## src/rtl/uart_baud_pkg.sv

```systemverilog
package uart_baud_pkg;
  localparam int SEL_W = 4;

  typedef enum logic [1:0] {
    SRC_INT   = 2'd0,
    SRC_EXT16 = 2'd1,
    SRC_EXT1  = 2'd2
  } src_e;

  function automatic src_e decode_sel(input logic [SEL_W-1:0] f);
    case (f)
      4'h1:    return SRC_EXT16;
      4'h2:    return SRC_EXT1;
      default: return SRC_INT;
    endcase
  endfunction
endpackage

```

## src/rtl/uart_baud_regs.sv

```systemverilog
module uart_baud_regs
  import uart_baud_pkg::*;
#(
  parameter int BYTE_W = 8,
  localparam int DIV_W = 2 * BYTE_W
) (
  input  logic                 clk_i,
  input  logic                 rst_ni,
  input  logic                 wr_en_i,
  input  logic [1:0]           wr_addr_i,
  input  logic [BYTE_W-1:0]    wr_data_i,
  output logic [DIV_W-1:0]     div_o,
  output logic                 commit_o,
  output logic [2*SEL_W-1:0]   sel_o
);
  logic [BYTE_W-1:0]  hi_q, lo_q;
  logic               hi_pend_q, lo_pend_q, commit_q;
  logic [DIV_W-1:0]   div_q;
  logic [2*SEL_W-1:0] sel_q;

  always_ff @(posedge clk_i or negedge rst_ni) begin
    if (!rst_ni) begin
      hi_q      <= '0;
      lo_q      <= '0;
      hi_pend_q <= 1'b0;
      lo_pend_q <= 1'b0;
      div_q     <= '0;
      commit_q  <= 1'b0;
      sel_q     <= '0;
    end else begin
      commit_q <= 1'b0;
      if (wr_en_i) begin
        case (wr_addr_i)
          2'd0: begin
            if (lo_pend_q) begin
              div_q     <= {wr_data_i, lo_q};
              lo_pend_q <= 1'b0;
              commit_q  <= 1'b1;
            end else begin
              hi_q      <= wr_data_i;
              hi_pend_q <= 1'b1;
            end
          end
          2'd1: begin
            if (hi_pend_q) begin
              div_q     <= {hi_q, wr_data_i};
              hi_pend_q <= 1'b0;
              commit_q  <= 1'b1;
            end else begin
              lo_q      <= wr_data_i;
              lo_pend_q <= 1'b1;
            end
          end
          2'd2:    sel_q <= wr_data_i[2*SEL_W-1:0];
          default: ;
        endcase
      end
    end
  end

  assign div_o    = div_q;
  assign commit_o = commit_q;
  assign sel_o    = sel_q;

  // divisor only moves on the write that completes a byte pair
  p_pair_commit_r4: assert property (@(posedge clk_i) disable iff (!rst_ni)
    !$stable(div_q) |-> $past(wr_en_i) && ($past(hi_pend_q) || $past(lo_pend_q)));
endmodule

```

## src/rtl/uart_baud_prescale.sv

```systemverilog
module uart_baud_prescale #(
  parameter int PRE_DIV = 32,
  parameter int DIV_W   = 16,
  localparam int PRE_W  = (PRE_DIV > 1) ? $clog2(PRE_DIV) : 1
) (
  input  logic             clk_i,
  input  logic             rst_ni,
  input  logic [DIV_W-1:0] div_i,
  input  logic             commit_i,
  output logic             tick_o
);
  localparam logic [PRE_W-1:0] PRE_LAST = PRE_W'(PRE_DIV - 1);

  logic [PRE_W-1:0] pre_cnt_q;
  logic [DIV_W-1:0] dcnt_q, div_last;
  logic             pre_tick, tick_q;

  assign pre_tick = (pre_cnt_q == PRE_LAST);
  // zero divisor behaves as one
  assign div_last = (div_i == '0) ? '0 : div_i - 1'b1;

  always_ff @(posedge clk_i or negedge rst_ni) begin
    if (!rst_ni) begin
      pre_cnt_q <= '0;
      dcnt_q    <= '0;
      tick_q    <= 1'b0;
    end else begin
      pre_cnt_q <= pre_tick ? '0 : pre_cnt_q + 1'b1;
      tick_q    <= pre_tick && (dcnt_q == div_last) && !commit_i;
      if (commit_i)      dcnt_q <= '0;
      else if (pre_tick) dcnt_q <= (dcnt_q == div_last) ? '0 : dcnt_q + 1'b1;
    end
  end

  assign tick_o = tick_q;

  p_pre_align_r2: assert property (@(posedge clk_i) disable iff (!rst_ni)
    tick_o |-> $past(pre_cnt_q) == PRE_LAST);
  p_div_range_r5: assert property (@(posedge clk_i) disable iff (!rst_ni)
    dcnt_q <= div_last);
endmodule

```

## src/rtl/uart_baud_ext_sync.sv

```systemverilog
module uart_baud_ext_sync #(
  parameter int STAGES = 2
) (
  input  logic clk_i,
  input  logic rst_ni,
  input  logic pin_i,
  output logic rise_o
);
  logic [STAGES-1:0] sh_q;
  logic              prev_q;

  always_ff @(posedge clk_i or negedge rst_ni) begin
    if (!rst_ni) begin
      sh_q   <= '0;
      prev_q <= 1'b0;
    end else begin
      sh_q   <= {sh_q[STAGES-2:0], pin_i};
      prev_q <= sh_q[STAGES-1];
    end
  end

  assign rise_o = sh_q[STAGES-1] & ~prev_q;

  p_rise_gap_r6: assert property (@(posedge clk_i) disable iff (!rst_ni)
    rise_o |=> !rise_o);
endmodule

```

## src/rtl/uart_baud_dir.sv

```systemverilog
module uart_baud_dir
  import uart_baud_pkg::*;
#(
  parameter int EXT_DIV = 16,
  localparam int E_W    = (EXT_DIV > 1) ? $clog2(EXT_DIV) : 1
) (
  input  logic             clk_i,
  input  logic             rst_ni,
  input  logic [SEL_W-1:0] sel_i,
  input  logic             int_tick_i,
  input  logic             ext_rise_i,
  output logic             tick_o,
  output logic             x1_o
);
  localparam logic [E_W-1:0] E_LAST = E_W'(EXT_DIV - 1);

  src_e           src;
  logic [E_W-1:0] e16_cnt_q;
  logic           tick_q, x1_q;

  assign src = decode_sel(sel_i);

  always_ff @(posedge clk_i or negedge rst_ni) begin
    if (!rst_ni) begin
      e16_cnt_q <= '0;
      tick_q    <= 1'b0;
      x1_q      <= 1'b0;
    end else begin
      x1_q <= (src == SRC_EXT1);
      if (src != SRC_EXT16)  e16_cnt_q <= '0;
      else if (ext_rise_i)   e16_cnt_q <= (e16_cnt_q == E_LAST) ? '0 : e16_cnt_q + 1'b1;
      case (src)
        SRC_EXT1:  tick_q <= ext_rise_i;
        SRC_EXT16: tick_q <= ext_rise_i && (e16_cnt_q == E_LAST);
        default:   tick_q <= int_tick_i;
      endcase
    end
  end

  assign tick_o = tick_q;
  assign x1_o   = x1_q;

  p_one_cycle_r9: assert property (@(posedge clk_i) disable iff (!rst_ni)
    tick_o |=> !tick_o);
  p_x1_edge_r6: assert property (@(posedge clk_i) disable iff (!rst_ni)
    tick_o && x1_o |-> $past(ext_rise_i));
  p_ext16_count_r7: assert property (@(posedge clk_i) disable iff (!rst_ni)
    tick_o && $past(src == SRC_EXT16) |-> $past(ext_rise_i && e16_cnt_q == E_LAST));
endmodule

```

## src/rtl/uart_baud_gen.sv

```systemverilog
module uart_baud_gen
  import uart_baud_pkg::*;
#(
  parameter int PRE_DIV     = 32,
  parameter int EXT_DIV     = 16,
  parameter int SYNC_STAGES = 2,
  parameter int BYTE_W      = 8
) (
  input  logic              clk_i,
  input  logic              rst_ni,
  input  logic              wr_en_i,
  input  logic [1:0]        wr_addr_i,
  input  logic [BYTE_W-1:0] wr_data_i,
  input  logic              ext_clk_i,
  output logic              tx_tick_o,
  output logic              tx_x1_o,
  output logic              rx_tick_o,
  output logic              rx_x1_o
);
  localparam int DIV_W = 2 * BYTE_W;
  localparam int N_DIR = 2;  // 0 transmit, 1 receive

  logic [DIV_W-1:0]       div;
  logic                   commit, int_tick, ext_rise;
  logic [2*SEL_W-1:0]     sel;
  logic [N_DIR-1:0]       tick, x1;

  uart_baud_regs #(.BYTE_W(BYTE_W)) u_regs (
    .clk_i, .rst_ni, .wr_en_i, .wr_addr_i, .wr_data_i,
    .div_o(div), .commit_o(commit), .sel_o(sel)
  );

  uart_baud_prescale #(.PRE_DIV(PRE_DIV), .DIV_W(DIV_W)) u_pre (
    .clk_i, .rst_ni, .div_i(div), .commit_i(commit), .tick_o(int_tick)
  );

  uart_baud_ext_sync #(.STAGES(SYNC_STAGES)) u_sync (
    .clk_i, .rst_ni, .pin_i(ext_clk_i), .rise_o(ext_rise)
  );

  for (genvar g = 0; g < N_DIR; g++) begin : g_dir
    uart_baud_dir #(.EXT_DIV(EXT_DIV)) u_dir (
      .clk_i, .rst_ni,
      .sel_i(sel[g*SEL_W +: SEL_W]),
      .int_tick_i(int_tick), .ext_rise_i(ext_rise),
      .tick_o(tick[g]), .x1_o(x1[g])
    );
  end

  assign tx_tick_o = tick[0];
  assign tx_x1_o   = x1[0];
  assign rx_tick_o = tick[1];
  assign rx_x1_o   = x1[1];
endmodule

```

## config.mk

```make
export PLATFORM = sky130hd
export DESIGN_NAME = uart_baud_gen
export DESIGN_NICKNAME = d
export VERILOG_FILES = /design/src/rtl/uart_baud_pkg.sv /design/src/rtl/uart_baud_regs.sv /design/src/rtl/uart_baud_prescale.sv /design/src/rtl/uart_baud_ext_sync.sv /design/src/rtl/uart_baud_dir.sv /design/src/rtl/uart_baud_gen.sv
export SDC_FILE = /design/constraint.sdc
export NUM_CORES = 1
export LEC_CHECK = 0
export BUFFER_PORTS_ARGS = -buffer_cell sky130_fd_sc_hd__buf_4
export CAP_MARGIN = 20
export CELL_PAD_IN_SITES_DETAIL_PLACEMENT = 2
export CELL_PAD_IN_SITES_GLOBAL_PLACEMENT = 2
export CORE_UTILIZATION = 45
export CTS_BUF_LIST = sky130_fd_sc_hd__clkbuf_4
export DETAILED_ROUTE_END_ITERATION = 16
export PLACE_DENSITY_LB_ADDON = 0.1
export SLEW_MARGIN = 25
export SYNTH_ARGS = -nofsm -noshare
export SYNTH_HDL_FRONTEND = slang
export SYNTH_SLANG_ARGS = --single-unit
```

## constraint.sdc

```tcl
create_clock -name clk_i -period 5.9 [get_ports clk_i]
set_clock_uncertainty 0.05 [all_clocks]
set_input_delay 0.59 -clock clk_i [delete_from_list [all_inputs] [get_ports clk_i]]
set_output_delay 0.59 -clock clk_i [all_outputs]
set_load 0.1 [all_outputs]
```

; ---- Word-level counts from Yosys, hierarchy flattened
; Cells that the tools add are included.
[totals]
register_bits = 80
latch_bits = 0
mem_bits_rw = 0
mem_bits_ro = 0
wordCells = 90
n_memories = 0
[op_classes]
n_addsub = 5
n_mul = 0
div_mod_pow = 0
order_cmp = 0
eq_ne = 20
n_shift = 0
mux = 26
bitwise = 4
n_reduce_logical = 17
[op_table]
columns = operator, count
row1 = $mux 16, 6
row2 = $pmux 16 s2, 1
row3 = $mux 4, 6
row4 = $add 16x1->16 const B, 1
row5 = $eq 16x16->1, 1
row6 = $logic_not 16->1, 1
row7 = $sub 16x1->16 const B, 1
row8 = $reduce_and 3->1, 4
row9 = $pmux 1 s2, 5
row10 = $add 4x1->4 const B, 2
row11 = $eq 4x1->1 const B, 2
row12 = $eq 4x2->1 const B, 2
row13 = $eq 4x4->1 const B, 2
row14 = $ne 2x1->1 const B, 4
row15 = $pmux 2 s2, 2
row16 = $reduce_bool 2->1, 4
row17 = $eq 2x1->1 const B, 3
row18 = $eq 2x2->1 const B, 3
row19 = $add 5x1->5 const B, 1
row20 = $eq 5x5->1 const B, 1
row21 = $mux 1, 5
row22 = $mux 5, 1
row23 = $logic_and 1x1->1, 4
row24 = $ne 2x2->1 const B, 2
row25 = other kinds (6), 8

; ---- Longest topological paths before layout
; Gate-level depths: netlist of run 1.
[logic_depth]
word_depth = 6
mapped_depth = 11

; ---- Modules after synthesis
; Synthesis of run 1 repeated with hierarchy kept, for this count alone.
[hier_totals]
hier_cells = 412
area_unflattened_um2 = 4626.9
[modules_own_cells]
columns = mod, instances, cells_per_inst, area_each_um2
row1 = uart_baud_regs, 1, 115, 1936.9
row2 = uart_baud_prescale, 1, 229, 1895.6
row3 = uart_baud_dir, 2, 32, 352.8
row4 = uart_baud_ext_sync, 1, 4, 88.8

; ---- Worst setup path before layout of run 1
; OpenSTA, ideal clock, no wires.
[synth_path]
path_kind = register -> register
from = register u_regs.div_q[0], in the netlist u_regs.div_o[0]
to = register u_pre.dcnt_q[2]
setup_ns = 0.130
arrival_ns = 2.660
required_ns = 5.720
setup_slack_ns = 3.061
path_stages_with_launch = 12
path_buffers = 1
period_less_slack_ns = 2.839
cell_sequence = dfrtp_1 inv_1 ha_1 or4b_4 o41ai_2 o21ai_1 or3b_1 nor4_2 nand4_2 buf_6 a22oi_4 nor2_2
[synth_via]
elab_chain_len = 6
elab_cells_between_ends = 7
classes_between = add/sub (1) / eq/ne (1) / mux (4) / reduce/logical (1)
[synth_rtl]
columns = element, line_no
row1 = "start, declared", uart_baud_regs.sv:18  ; logic [DIV_W-1:0] div_q;
row2 = "start signal, assigned", uart_baud_regs.sv:36  ; div_q <= {wr_data_i, lo_q};
row3 = "start signal, assigned", uart_baud_regs.sv:46  ; div_q <= {hi_q, wr_data_i};
row4 = $sub 16x1->16 or $logic_not 16->1 (tied branches), uart_baud_prescale.sv:20  ; assign div_last = (div_i == '0) ? '0 : div_i - 1'b1;
row5 = $mux 16 (*), uart_baud_prescale.sv:20
row6 = $eq 16x16->1 (*), uart_baud_prescale.sv:31  ; else if (pre_tick) dcnt_q <= (dcnt_q == div_last) ? '0 : dcnt_q + 1'b1;
row7 = $mux 16 (*) (2 in series), uart_baud_prescale.sv:31
row8 = $mux 16 (*), uart_baud_prescale.sv:30  ; if (commit_i) dcnt_q <= '0;
row9 = "end signal, assigned", uart_baud_prescale.sv:31
row10 = "end, declared", uart_baud_prescale.sv:15  ; logic [DIV_W-1:0] dcnt_q, div_last;
; Every way passes the cells marked *; elsewhere a longest branch is shown, timed or not. The select of a mux whose other input is x is not followed.
; A chain may end at the register's enable or synchronous reset.

; ---- Worst setup path after layout of run 1
[layout_path]
from = register u_regs.div_q[0], in the netlist u_regs.div_o[0]
to = register u_pre.dcnt_q[13]
; Same word-level chain as after synthesis.

==> results of run 1 <==
registers in the layout (all words and copies together), names as in the netlist, 2 cells and up:
register / count
g_dir.u_dir.tick_o: 2
u_regs.div_o: 16
u_pre.dcnt_q: 16
g_dir.u_dir.x1_o: 2
g_dir.u_dir.e16_cnt_q: 8
u_regs.sel_o: 8
u_regs.hi_q: 8
u_regs.lo_q: 8
u_pre.pre_cnt_q: 5
u_sync.sh_q: 2
layout by cell type, fill, tap and decap left out, types with 6 or more instances in the layout:
cell / count
a21oi_1: 14
and2_1: 8
and3_1: 11
buf_4: 18
clkbuf_4: 10
dfrtp_1: 80
ha_1: 10
inv_1: 15
mux2_2: 24
mux2i_1: 21
nand2_1: 41
nand2b_1: 17
nand3_1: 10
nand4_1: 12
nor2_1: 32
nor2b_1: 12
nor3_1: 13
nor4_1: 6
nor4b_1: 12
o21ai_0: 26
o21ai_1: 11
o21ai_2: 9
xnor2_1: 6
xor2_1: 7
worst max-delay path, cell delays in order, from the launching register on:
cell and delay [ps]:
dfrtp_1 450, inv_1 90, ha_1 260, nor4b_4 540, nand4_1 350, o21ai_0 290
or3b_1 410, nor4_2 280, nand4_2 540, nor2_1 380, nor3_1 100
kinds of logic after synthesis:
logic type,count (synthesis),synth area share (%)
buffers and inverters,44,3.97
adder cells (fa/ha/maj),10,2.64
XOR/XNOR,13,2.41
multiplexers,45,10.2
AO/OA/AOI/OAI,97,13.8
AND/OR/NAND/NOR,203,24.7
flip-flops,80,42.3
how the worst max path moves through the flow:
stage / from / end / slack [ps] / depth (start not counted)
6_report: u_regs.div_o[0]$_DFFE_PN0P_ / u_pre.dcnt_q[13]$_DFFE_PN0P_ / 2030 / 10
5_1_grt: u_regs.div_o[0]$_DFFE_PN0P_ / u_pre.dcnt_q[14]$_DFFE_PN0P_ / 1690 / 10
4_1_cts: u_regs.div_o[0]$_DFFE_PN0P_ / u_pre.dcnt_q[13]$_DFFE_PN0P_ / 2030 / 10
3_5_place_dp: u_regs.div_o[0]$_DFFE_PN0P_ / u_pre.dcnt_q[13]$_DFFE_PN0P_ / 2080 / 10
3_3_place_gp: u_regs.div_o[0]$_DFFE_PN0P_ / u_pre.dcnt_q[14]$_DFFE_PN0P_ / 2190 / 10
2_1_floorplan: u_regs.div_o[0]$_DFFE_PN0P_ / u_pre.dcnt_q[2]$_DFFE_PN0P_ / 3060 / 11
final cells by class:
class,count,share of cell area [%]
inverters,15,1.11
repair buffers,19,2.88
clock inverters,5,1.63
flip-flops and latches,80,39.4
well taps,136,3.35
multi-input cells,368,50.1
clock buffers,10,1.48
layer usage:
metal	vias to the layer above	GRT usage (%)	routed length, microns
met5	-	0	0
met4	0	10.1	321
met3	24	4.12	312
met2	53	45.3	6750
met1	2023	34.3	6090
li1	1780	-	-
power breakdown:
group	switching, mW	internal, mW
sequential	0.163	0.654
clock	0.208	0.175
combinational	0.368	0.267
total	0.739	1.10
stage by stage:
stage               utilization, %  power, mW
floorplan                        -       1.26
global placement              47.8       1.40
detailed placement            47.8       1.46
CTS                           49.3       1.85
global route                  49.4       1.95
finish                        49.4       1.83
==> results.yml, run 1 <==
synth:
  synth_warnings: 0
  synthArstFlopShare_pct: 100
  avgSynthCellArea_sq_um: 9.62
  yosysMostFrequentCell: "dfrtp_1"
  syn_area_sq_mm: 0.00473
  synth_area_leaders: "dfrtp_1, mux2_2, mux2i_1"
  synth_seq_cells: 80
  ys_seq_area_share_pct: 42.3
  synth_edf_count: 0
  syn-num-nets: 516
  synth_cell_type_count: 63
  synthTopCellsByCount: "dfrtp_1, nand2_1, nor2_1"
  yosys.area.top_type: "dfrtp_1"
  synth_ff_type: "dfrtp_1"
  synth.top_cell.area_share_pct: 42.3
  syn_inst: 492
place:
  dp.cells: 618
  portBuffers: 17
  place_hpwl_microns: 9540
  gp_congestion: 0.889
  place_ws_ps: 2080
  placed_cell_area_sq_mm: 0.00491
setup_path:
  crit_path_max_fanout: 15
  r2r_setup_slack_ps: 2030
  rr_worst_depth: 10
  r2r-start: "u_regs.div_o[0]$_DFFE_PN0P_"
  end_kind: "register"
  worstPathRequired_ps: 6170
  regToRegEndpoint: "u_pre.dcnt_q[13]$_DFFE_PN0P_"
  critPathKind: "register to register"
  cp.arrival_ps: 4140
  cp-start-kind: "register"
status:
  status: "complete, no violations"
detailed_routing:
  drtIter0Drc: 177
  ant_nets: 0
  drc_errors: 0
  vias_per_cell: 6.13
  vias: 3880
  wl_per_cell_microns: 21.3
  wirelength_microns: 13500
  dr.pass1.iters: 4
floorplan:
  dieArea_sq_mm: 0.0109
  start_util_pct: 46.0
  die_w_microns: 105
  die_y_microns: 105
  ios: 18
  core_sq_mm: 0.0103
  core.rowCount: 37
hold_path:
  hold_path_class: "primary input to async pin"
clocking:
  clk_path_buf_depth: 2
  h-tree-depth: 3
  root_buffer: "clkbuf_4"
  cts_made_buffers: 9
  clk_latency_ps: 470
  cts_tree: "yes"
  cts_resized: 0
  clk_transition_reported_paths_ps: 130
  cts_sinks: 80
  cts_setup_buffers: 0
  ctsHoldBuffers: 0
pwr:
  power_leakage_nw: 2.14
  peakVddDrop_v: 0.000165
  p_per_area_mw_per_mm2: 362
layout:
  n_antenna_cell: 0
  drive_gt1_share_pct: 15.9
  postLayoutCellArea_sq_mm: 0.00507
  n_fill_cell: 1102
  multiInputGateArea_sq_mm: 0.00254
  final_nets: 517
  regArea_sq_mm: 0.00200
  layout.cells.non_filler: 633
  area_delta_synth_final_pct: 7.24
sta:
  holdWs_ps: 109
  fin_crit_ps: 3870
  rsz0062_at_grt: "no"
  hold_violations: 0
  relSlewSlack_pct: 41.9
  worst_pin_slew_ps: 859
  max_freq_mhz: 258
  period_share_pct: 65.6
  finalSetupTns_ps: 0
  worst_slack_ps: 2030
  setup_viol: 0
  final_max_slew_viol_count: 0
global_routing:
  grt_pass1_wl_microns: 22700
  grt_max_degree: 81
  grt_use_total_pct: 26.7
  grt_pass1_vias: 4324
  antenna_found_initial: 0
  grt_overflow: 0
run:
  max_cap_violations: 0
Power figures use the tool's default switching activity.
==> inputs of run 2 (changes only) <==
--- a/config.mk
+++ b/config.mk
@@ -5,11 +5,12 @@
 export SDC_FILE = /design/constraint.sdc
 export NUM_CORES = 1
 export LEC_CHECK = 0
+export ABC_AREA = 1
 export BUFFER_PORTS_ARGS = -buffer_cell sky130_fd_sc_hd__buf_4
 export CAP_MARGIN = 20
 export CELL_PAD_IN_SITES_DETAIL_PLACEMENT = 2
 export CELL_PAD_IN_SITES_GLOBAL_PLACEMENT = 2
-export CORE_UTILIZATION = 45
+export CORE_UTILIZATION = 38
 export CTS_BUF_LIST = sky130_fd_sc_hd__clkbuf_4
 export DETAILED_ROUTE_END_ITERATION = 16
 export PLACE_DENSITY_LB_ADDON = 0.1
==> constraint.sdc (replaced) <==
create_clock -name clk_i -period 4 [get_ports clk_i]
set_clock_uncertainty 0.05 [all_clocks]
set_input_delay 0.4 -clock clk_i [delete_from_list [all_inputs] [get_ports clk_i]]
set_output_delay 0.4 -clock clk_i [all_outputs]
set_load 0.1 [all_outputs]
==> results.yml, run 2 <==
status:
  status: "complete, no violations"
layout:
  final_common_cell: "nand2_1"
  final_nets: 652
  layout.cells.most_common_list: "nand2_1, dfrtp_1, inv_1"
  area_delta_synth_final_pct: 9.05
  regArea_sq_mm: 0.00200
  multiInputGateArea_sq_mm: 0.00218
  layout.cells.non_filler: 775
  n_fill_cell: 1372
  n_antenna_cell: 0
  drive_gt1_share_pct: 8.86
floorplan:
  dieArea_sq_mm: 0.0123
  core.rowCount: 39
  die_w_microns: 111
  die_y_microns: 111
  start_util_pct: 39.2
  core_sq_mm: 0.0115
  ios: 18
synth:
  synth.top_cell.area_share_pct: 44.3
  synthMuxAreaShare_pct: 0
  synthArstFlopShare_pct: 100
  syn_area_sq_mm: 0.00452
  synth_cell_type_count: 32
  synth_simple_gate_area_share_pct: 33.1
  synthAdderAreaFrac_pct: 2.77
  synthXorXnorAreaFrac_pct: 1.91
  synthTopCellsByCount: "nand2_1, dfrtp_1, inv_1"
  synth_top_family_by_area: "simple AND/OR/NAND/NOR gates"
  yosysMostFrequentCell: "nand2_1"
  synth_warnings: 0
  synth_area_leaders: "dfrtp_1, nand2_1, o21ai_0"
  synth_ff_type: "dfrtp_1"
  avgSynthCellArea_sq_um: 7.36
  ys_seq_area_share_pct: 44.3
  syn-num-nets: 638
  yosys.area.top_type: "dfrtp_1"
  synth_edf_count: 0
  synth_compound_area_share_pct: 10.4
  syn_inst: 614
  synth_seq_cells: 80
detailed_routing:
  wl_per_cell_microns: 17.3
  vias_per_cell: 5.36
  drtIter0Drc: 169
  dr.pass1.iters: 4
  vias: 4153
  drc_errors: 0
  ant_nets: 0
  wirelength_microns: 13400
setup_path:
  worstPathRequired_ps: 4310
  crit_path_max_fanout: 30
  cp-start-kind: "register"
  critPathKind: "register to register"
  end_kind: "register"
  cp.arrival_ps: 3090
clocking:
  clk_path_buf_depth: 2
  cts_tree: "yes"
  root_buffer: "clkbuf_4"
  cts_setup_buffers: 0
  cts_made_buffers: 9
  h-tree-depth: 3
  cts_sinks: 80
  clk_transition_reported_paths_ps: 150
  clk_latency_ps: 470
pwr:
  power_leakage_nw: 2.32
  peakVddDrop_v: 0.000202
  p_per_area_mw_per_mm2: 450
sta:
  setup_viol: 0
  fin_crit_ps: 2770
  period_share_pct: 69.3
  worst_pin_slew_ps: 970
  hold_violations: 0
  max_freq_mhz: 361
  final_max_slew_viol_count: 0
  relSlewSlack_pct: 35.2
  finalSetupTns_ps: 0
  rsz0062_at_grt: "no"
  worst_slack_ps: 1230
global_routing:
  grt_pass1_vias: 4658
  grt_max_degree: 81
  antenna_found_initial: 0
  grt_overflow: 0
  grt_pass1_wl_microns: 23500
  grt_use_total_pct: 24.4
place:
  gp_congestion: 0.791
  dp.cells: 758
  place_ws_ps: 1280
  place_hpwl_microns: 9950
  portBuffers: 17
hold_path:
  hold_path_class: "primary input to register"
run:
  max_cap_violations: 0
run 2: per-layer routing:
metal / global-route usage (%) / vias to the layer above / routed length, microns / share of wire, %
li1: - / 2013 / - / -
met1: 31.1 / 2076 / 6220 / 46
met2: 41.9 / 42 / 6690 / 50
met3: 3.55 / 22 / 238 / 1.8
met4: 9.37 / 0 / 298 / 2.2
met5: 0 / - / 0 / 0
run 2: final cells by class:
cell class	instances	share of cell area, %
flip-flops and latches	80	40.6
clock buffers	9	1.37
inverters	67	5.10
multi-input cells	450	44.3
well taps	143	3.63
clock inverters	6	1.73
repair buffers	20	3.22
run 2: metrics by stage:
step | hold slack (ps) | utilization [%] | total power [mW] | area (sq um)
floorplan | 54.4 | - | 1.46 | 4520
global placement | 289 | 41.2 | 1.63 | 4750
detailed placement | 300 | 41.2 | 1.67 | 4750
CTS | 57.4 | 42.7 | 2.25 | 4910
global route | 176 | 42.8 | 2.38 | 4930
finish | 169 | 42.8 | 2.22 | 4930
run 2: logic make-up (layout without fill, tap and decap cells):
| kind of cell | after synthesis | in the layout |
|---|---|---|
| flops | 80 | 80 |
| compound gates | 86 | 86 |
| fa+ha+maj | 10 | 10 |
| xor+xnor | 9 | 9 |
| buf+inv | 84 | 102 |
| simple gates | 345 | 345 |
run 2: worst max-delay path, cell delays in order, from the launching register on:
cell and delay (ps):
dfrtp_1 390, inv_1 120, ha_1 270, nand2_1 150, nor2_1 150, nand2_2 350, nand3b_1 250, nand2_1 100
nor2_1 120, nand3_1 90, nor2_2 140, nand3_4 260, nand2_1 150, nand2_1 70
run 2: path summary, 6_finish.rpt:
check / start / slack [ps] / cells past startpoint / to
max: u_regs.div_o[0]$_DFFE_PN0P_ / 1230 / 13 / u_pre.dcnt_q[3]$_DFFE_PN0P_
min: wr_data_i[6] / 170 / 3 / u_regs.div_o[6]$_DFFE_PN0P_
max reg2reg: u_regs.div_o[0]$_DFFE_PN0P_ / 1230 / 13 / u_pre.dcnt_q[3]$_DFFE_PN0P_
min reg2reg: u_sync.sh_q[0]$_DFF_PN0_ / 320 / 0 / u_sync.sh_q[1]$_DFF_PN0_
max in group asynchronous: rst_ni / 2900 / 2 / u_pre.dcnt_q[4]$_DFFE_PN0P_
min in group asynchronous: rst_ni / 460 / 2 / g_dir[1].u_dir.tick_o$_DFF_PN0_
run 2: where the power goes:
part	internal (mW)	leakage, nW	switching, mW
clock network	0.248	0.0794	0.315
logic	0.203	1.21	0.434
registers	0.922	1.04	0.0954
run 2: what timing repair did:
| item | CTS | global route |
|---|---|---|
| hold buffers | 1 | 1 |
| endpoints found under the hold margin | 1 | 80 |
| setup endpoints to repair | 0 | 0 |
| resized for setup | 0 | 0 |
